[src/rtl/seg_pkg.sv]
package seg_pkg;
  typedef struct packed {
    logic rise;
    logic fall;
    logic high;
  } sclk_ev_t;
endpackage

[src/rtl/seg_sync.sv]
module seg_sync #(
  parameter int unsigned WIDTH = 1
) (
  input  logic             clk_i,
  input  logic             rst_ni,
  input  logic [WIDTH-1:0] d_i,
  output logic [WIDTH-1:0] q_o
);
  logic [WIDTH-1:0] meta_q, sync_q;

  always_ff @(posedge clk_i or negedge rst_ni) begin
    if (!rst_ni) begin
      meta_q <= '0;
      sync_q <= '0;
    end else begin
      meta_q <= d_i;
      sync_q <= meta_q;
    end
  end

  assign q_o = sync_q;
endmodule

[src/rtl/seg_edge.sv]
module seg_edge
  import seg_pkg::*;
(
  input  logic     clk_i,
  input  logic     rst_ni,
  input  logic     sclk_s_i,
  output sclk_ev_t ev_o
);
  logic prev_q;

  always_ff @(posedge clk_i or negedge rst_ni) begin
    if (!rst_ni) prev_q <= 1'b0;
    else         prev_q <= sclk_s_i;
  end

  assign ev_o.rise = sclk_s_i & ~prev_q;
  assign ev_o.fall = ~sclk_s_i & prev_q;
  assign ev_o.high = sclk_s_i;
endmodule

[src/rtl/seg_shift.sv]
module seg_shift
  import seg_pkg::*;
#(
  parameter int unsigned NUM_DATA = 35
) (
  input  logic                clk_i,
  input  logic                rst_ni,
  input  sclk_ev_t            ev_i,
  input  logic                sd_s_i,
  input  logic                en_i,
  output logic [NUM_DATA-1:0] data_o,
  output logic                load_o
);
  localparam int unsigned CHAIN_W = NUM_DATA + 1;

  logic               cap_q;    // input stage, never cleared by frame end
  logic [CHAIN_W-1:0] chain_q;
  logic               done;

  assign done = chain_q[CHAIN_W-1];

  always_ff @(posedge clk_i or negedge rst_ni) begin
    if (!rst_ni)          cap_q <= 1'b0;
    else if (!ev_i.high)  cap_q <= sd_s_i;
  end

  always_ff @(posedge clk_i or negedge rst_ni) begin
    if (!rst_ni)                    chain_q <= '0;
    else if (ev_i.rise && en_i)     chain_q <= {chain_q[CHAIN_W-2:0], cap_q};
    else if (ev_i.fall && done)     chain_q <= '0;
  end

  // first payload bit sits just below the marker
  for (genvar i = 0; i < NUM_DATA; i++) begin : g_order
    assign data_o[i] = chain_q[NUM_DATA-1-i];
  end

  assign load_o = done & ev_i.high;

  a_r5_clear_on_fall: assert property (@(posedge clk_i) disable iff (!rst_ni)
    (ev_i.fall && done) |=> (chain_q == '0));
  a_r4_keep_partial: assert property (@(posedge clk_i) disable iff (!rst_ni)
    (ev_i.fall && !done) |=> $stable(chain_q));
  a_r7_cap_frozen_high: assert property (@(posedge clk_i) disable iff (!rst_ni)
    ev_i.high |=> $stable(cap_q));
  a_r8_gated_shift: assert property (@(posedge clk_i) disable iff (!rst_ni)
    (!en_i && !ev_i.fall) |=> $stable(chain_q));
endmodule

[src/rtl/seg_latch.sv]
module seg_latch #(
  parameter int unsigned NUM_OUT = 35
) (
  input  logic               clk_i,
  input  logic               rst_ni,
  input  logic               load_i,
  input  logic [NUM_OUT-1:0] data_i,
  output logic [NUM_OUT-1:0] seg_o
);
  logic [NUM_OUT-1:0] seg_q;

  always_ff @(posedge clk_i or negedge rst_ni) begin
    if (!rst_ni)     seg_q <= '0;
    else if (load_i) seg_q <= data_i;
  end

  assign seg_o = seg_q;

  a_r9_hold_between_loads: assert property (@(posedge clk_i) disable iff (!rst_ni)
    !load_i |=> $stable(seg_q));
endmodule

[src/rtl/seg_serial_latch.sv]
module seg_serial_latch
  import seg_pkg::*;
#(
  parameter int unsigned NUM_DATA = 35,
  parameter int unsigned HAS_DEN  = 0
) (
  input  logic                        clk_i,
  input  logic                        rst_ni,
  input  logic                        sclk_i,
  input  logic                        sdata_i,
  input  logic                        den_i,
  output logic [NUM_DATA-HAS_DEN-1:0] seg_o
);
  localparam int unsigned NUM_OUT = NUM_DATA - HAS_DEN;

  logic                sclk_s, sd_s, den_s, en;
  sclk_ev_t            ev;
  logic [NUM_DATA-1:0] data;
  logic                load;

  seg_sync #(.WIDTH(3)) u_sync (
    .clk_i  (clk_i),
    .rst_ni (rst_ni),
    .d_i    ({sclk_i, sdata_i, den_i}),
    .q_o    ({sclk_s, sd_s, den_s})
  );

  if (HAS_DEN != 0) begin : g_den
    assign en = den_s;
  end else begin : g_no_den
    assign en = 1'b1 | den_s;
  end

  seg_edge u_edge (
    .clk_i    (clk_i),
    .rst_ni   (rst_ni),
    .sclk_s_i (sclk_s),
    .ev_o     (ev)
  );

  seg_shift #(.NUM_DATA(NUM_DATA)) u_shift (
    .clk_i  (clk_i),
    .rst_ni (rst_ni),
    .ev_i   (ev),
    .sd_s_i (sd_s),
    .en_i   (en),
    .data_o (data),
    .load_o (load)
  );

  seg_latch #(.NUM_OUT(NUM_OUT)) u_latch (
    .clk_i  (clk_i),
    .rst_ni (rst_ni),
    .load_i (load),
    .data_i (data[NUM_OUT-1:0]),
    .seg_o  (seg_o)
  );

  a_r1_reset_clear: assert property (@(posedge clk_i)
    !rst_ni |-> (seg_o == '0));
endmodule

[config.mk]
export PLATFORM = sky130hd
export DESIGN_NAME = seg_serial_latch
export DESIGN_NICKNAME = d
export VERILOG_FILES = /design/src/rtl/seg_pkg.sv /design/src/rtl/seg_sync.sv /design/src/rtl/seg_edge.sv /design/src/rtl/seg_shift.sv /design/src/rtl/seg_latch.sv /design/src/rtl/seg_serial_latch.sv
export SDC_FILE = /design/constraint.sdc
export NUM_CORES = 1
export LEC_CHECK = 0
export CAP_MARGIN = 20
export CORE_ASPECT_RATIO = 0.9
export CORE_MARGIN = 2
export CORE_UTILIZATION = 62
export DETAILED_ROUTE_END_ITERATION = 8
export DONT_BUFFER_PORTS = 1
export GPL_TIMING_DRIVEN = 0
export HOLD_SLACK_MARGIN = 0.03
export PLACE_DENSITY = 0.9
export RECOVER_POWER = 25
export SLEW_MARGIN = 20
export SYNTH_ARGS = -nofsm -noshare
export SYNTH_HDL_FRONTEND = slang
export SYNTH_HIERARCHICAL = 1
export SYNTH_SLANG_ARGS = --single-unit
[constraint.sdc]
create_clock -name clk_i -period 1.54 [get_ports clk_i]
set_input_delay 0.077 -clock clk_i [delete_from_list [all_inputs] [get_ports clk_i]]
set_output_delay 0.077 -clock clk_i [all_outputs]
set_load 0.01 [all_outputs]
Word-level counts from Yosys, hierarchy flattened

Cells that the tools add are included.

Muxes and demuxes: 2
Bitwise logic cells: 5
Reductions and logical operators: 2

Operators by type and width:

| cell              | count |
|---|---|
| $mux 36           | 2 |
| $and 1x1->1       | 3 |
| $not 1->1         | 2 |
| $reduce_bool 2->1 | 1 |
| $logic_and 1x1->1 | 1 |

Register bits after elaboration: 79
Logic and storage cells: 15
Bits of input ports: 5
Output and inout bits: 35

Depth between registers and ports, before layout

Depth in word-level cells: 5
Depth in mapped cells: 5
Mapped depth without buffers: 3

By module

The synthesis kept the hierarchy.

By module, submodules not included:

| module           | times used | sequential area each (µm²) | cells each | area each (µm²) |
|---|---|---|---|---|
| seg_shift        | 1          | 925.9                      | 121        | 1,626.6 |
| seg_latch        | 1          | 875.8                      | 74         | 1,453.9 |
| seg_sync         | 1          | 150.1                      | 6          | 150.1 |
| seg_edge         | 1          | 25.0                       | 4          | 47.5 |
| seg_serial_latch | 1          | 0.0                        | 1          | 3.8 |

Least setup slack after synthesis

OpenSTA, ideal clock, no wires.

Path kind: reg2reg
Start: register u_sync.sync_q[2] (netlist: u_sync/q_o[2])
End: register u_latch.seg_q[10] (netlist: u_latch/seg_o[10])
Setup time: 125 ps
Arrival time: 1,216 ps
Stages on the path, launching flop included: 6
Setup slack: 199 ps
Cell sequence: dfrtp_1 buf_4 and2_1 buf_6 buf_12 mux2_4

Cells in the longest elaborated chain, start to end: 1

Ends and longest elaborated chain:

| item                   | RTL line               | text |
|---|---|---|
| from (decl)            | seg_sync.sv:9          | `logic [WIDTH-1:0] meta_q, sync_q;` |
| from (signal assigned) | seg_sync.sv:17         | `sync_q <= meta_q;` |
| $and 1x1->1            | seg_shift.sv:38        | `assign load_o = done & ev_i.high;` |
| named net load         | seg_serial_latch.sv:19 | `logic load;` |
| to (signal assigned)   | seg_latch.sv:14        | `else if (load_i) seg_q <= data_i;` |
| to (decl)              | seg_latch.sv:10        | `logic [NUM_OUT-1:0] seg_q;` |

The timed path passes the listed nets, and every way through them passes these cells.
A chain may end at the register's enable or synchronous reset.

Final worst setup path

Start: register u_sync.sync_q[2] (netlist: u_sync/q_o[2])
End: register u_latch.seg_q[14] (netlist: u_latch/seg_o[14])

The elaborated chain is that of the path after synthesis.

==> summary.md <==
The flow ran to the end, but the final reports show violations. The checks that failed: negative hold slack. Element type at the critical path end: a flip-flop. The run gives 1780 ps as the required time at the endpoint of the critical path. For the final max-slew violation count, the log shows 0. The startpoint type of the worst setup path was a flip-flop. OpenSTA, run right after detailed placement, puts the worst setup slack at 112 ps.

In the routed design, unresolved DRC markers number 0. The number of global-route vias before repair is 1667, and the y dimension of the die is 72.5 um. Setup repair after global routing left no endpoint under its margin. After detailed routing, the number of vias per cell comes to 5.57. In the finished design, the share of the clock period the worst path needs comes to 92.4%.

Power spread over the standard cell area amounts to 1190 nW/um2. The HPWL after detailed placement is 3.11 mm. Post-CTS timing repair inserted 0 buffers for setup. The analysis attributes to cell leakage a power of 1.85 nW.

The path class of the tightest hold or removal check is in -> async. The logs give 9 for the total CTS buffers and 0 for the max-cap check violation count. The synthesis-to-finish area growth was 11.5%. STA puts the critical path data arrival time at 1660 ps. The clock tree synthesis step divided the H-tree into 3 levels. Cells with a size suffix above 1 make up 45.5% of the layout. The average wire per standard cell is 17.9 um, and the final number of setup-violating endpoints is 0. The number of I/O pins is 40.

The post-detailed-placement cell area is 3320 um2. After clock tree synthesis, the flow added hold-fix buffers numbering 2. The overall die area came out at 5810 um2. Routability-driven placement finished with a final weighted congestion of 0.714. Counting every instance in the synthesized netlist gives 204. The logs give 4 for the number of detailed-route iterations in the first pass and 77 for the hold violation total from the final report. Across all layers, the routed design uses 1611 vias. Worst hold margin: -586 ps. In this run the worst path has a maximum fanout of 10. The largest buffer count on any clock path came out at 2. The run gives 6.03 ps as the clock tree skew after final layout.

The total area inside the core boundary comes to 4920 um2. After synthesis the cells add up to 3230 um2. In this run the mean area of a mapped cell was 15.8 um2. For the initial antenna violation count, the log shows 0. TritonCTS built the clock tree.

The shortest clock period the worst path allows after layout is 1420 ps. For this run, the total global-route usage over all layers was measured as 20.1%. The setup path with the least slack is of type reg -> reg. The final wirelength came out at 5.17 mm.

Once the floorplan was initialized, standard cells occupied 65.6% of the core. The worst-case IR drop observed on VDD is 0.00111 V. For the final-stage net count, the log shows 224. After global routing the overflow that remains totals 0. During synthesis, Yosys emitted a total of 6 warnings.

Clock-pin slew was measured on the worst setup and hold paths at 70 ps. After routing the design area is 3600 um2. The initialized floorplan defines 24 standard-cell rows. Setup slack on the critical path of the routed design comes to 117 ps. The count of buffers from port buffering works out to 0.

The clock reaches the later pin of the worst-skew pair after 350 ps. The floorplan step set the die width to 80.1 um. The logs give 77 for the clock net sink count and 78 for the largest net degree at the start of global routing. In this run the remaining antenna-violating nets after routing total 0. The clock root buffer was sky130_fd_sc_hd__clkbuf_8. In this run, post-CTS repair resized a total of 0 instances. After routing, the total negative slack on setup checks comes to 0 ps. The detailed router finished its first iteration with 101 violations.

For the global-route wire length before repair, the log shows 8.54 mm. For this run, the share of the core covered by cells in the final layout is 73.1%. The maximum frequency from static timing analysis was 0.703 GHz; the number of inserted diodes was 0.
[worst max-delay path, stage by stage (launching register included)]
cell	delay [ps]
sky130_fd_sc_hd__dfrtp_1	400
sky130_fd_sc_hd__buf_4	140
sky130_fd_sc_hd__and2_1	160
sky130_fd_sc_hd__buf_6	150
sky130_fd_sc_hd__buf_12	160
sky130_fd_sc_hd__mux2_4	300
[layout make-up]
type                       instances  area [um2]
clock buffer                       9         124
sequential                        77        1930
clock inverter                     7         138
multi-input combinational         82         903
fill                             300        1320
buffer                            47         409
timing repair buffer               2        20.0
tap                               65        81.3
[layer usage]
metal / global-route usage [%] / up-vias / wire length, um
met2: 28.1 / 43 / 2420
li1: - / 712 / -
met1: 27.0 / 845 / 2380
met4: 8.10 / 0 / 69
met5: 0 / - / 0
met3: 9.95 / 11 / 296
[sequential cells by signal (all words and copies together), names as in the netlist]
name,cells
u_edge/prev_q,1
u_latch/seg_o,35
u_shift/cap_q,1
u_shift/chain_q,36
u_sync/meta_q,2
u_sync/q_o,2
[power by group]
part	switching [W]	internal, W
Combinational	0.0000588	0.000123
Clock	0.000721	0.00123
Sequential	0.0000545	0.00208
Total	0.000834	0.00344
[placed cells by master, fill, tap and decap left out]
cell type,n
sky130_fd_sc_hd__buf_12,3
sky130_fd_sc_hd__and2_4,1
sky130_fd_sc_hd__buf_4,39
sky130_fd_sc_hd__mux2_2,6
sky130_fd_sc_hd__nand2b_1,1
sky130_fd_sc_hd__o21ai_0,1
sky130_fd_sc_hd__a22o_1,35
sky130_fd_sc_hd__buf_6,5
sky130_fd_sc_hd__clkbuf_8,9
sky130_fd_sc_hd__and2b_2,1
sky130_fd_sc_hd__mux2_4,30
sky130_fd_sc_hd__conb_1,3
sky130_fd_sc_hd__dlygate4sd3_1,2
sky130_fd_sc_hd__a22oi_4,1
sky130_fd_sc_hd__and2_1,1
sky130_fd_sc_hd__nand3_1,1
sky130_fd_sc_hd__dfrtp_1,77
sky130_fd_sc_hd__clkinvlp_4,1
sky130_fd_sc_hd__bufinv_16,4
sky130_fd_sc_hd__nor2b_1,1
sky130_fd_sc_hd__clkinv_2,2
[worst paths after layout]
path                             startpoint                 end  cells past startpoint  slack [ps]
max                           u_sync/q_o[2]   u_latch/seg_o[14]                      5         120
min reg2reg                u_sync/meta_q[2]       u_sync/q_o[2]                      0         350
max reg2reg                   u_sync/q_o[2]   u_latch/seg_o[14]                      5         120
max in group asynchronous            rst_ni    u_sync/meta_q[1]                      0        2000
min in group clk_i                  sdata_i    u_sync/meta_q[1]                      1         280
min                                  rst_ni  u_shift/chain_q[0]                      0        -590
[stage by stage]
stage	power (W)	std cells
6_report	0.00427	289
5_1_grt	0.00443	289
4_1_cts	0.00431	289
3_5_place_dp	0.00235	271
3_3_place_gp	0.00234	271
2_1_floorplan	0.00232	206
No activity file was read; power rests on OpenSTA's default activity.
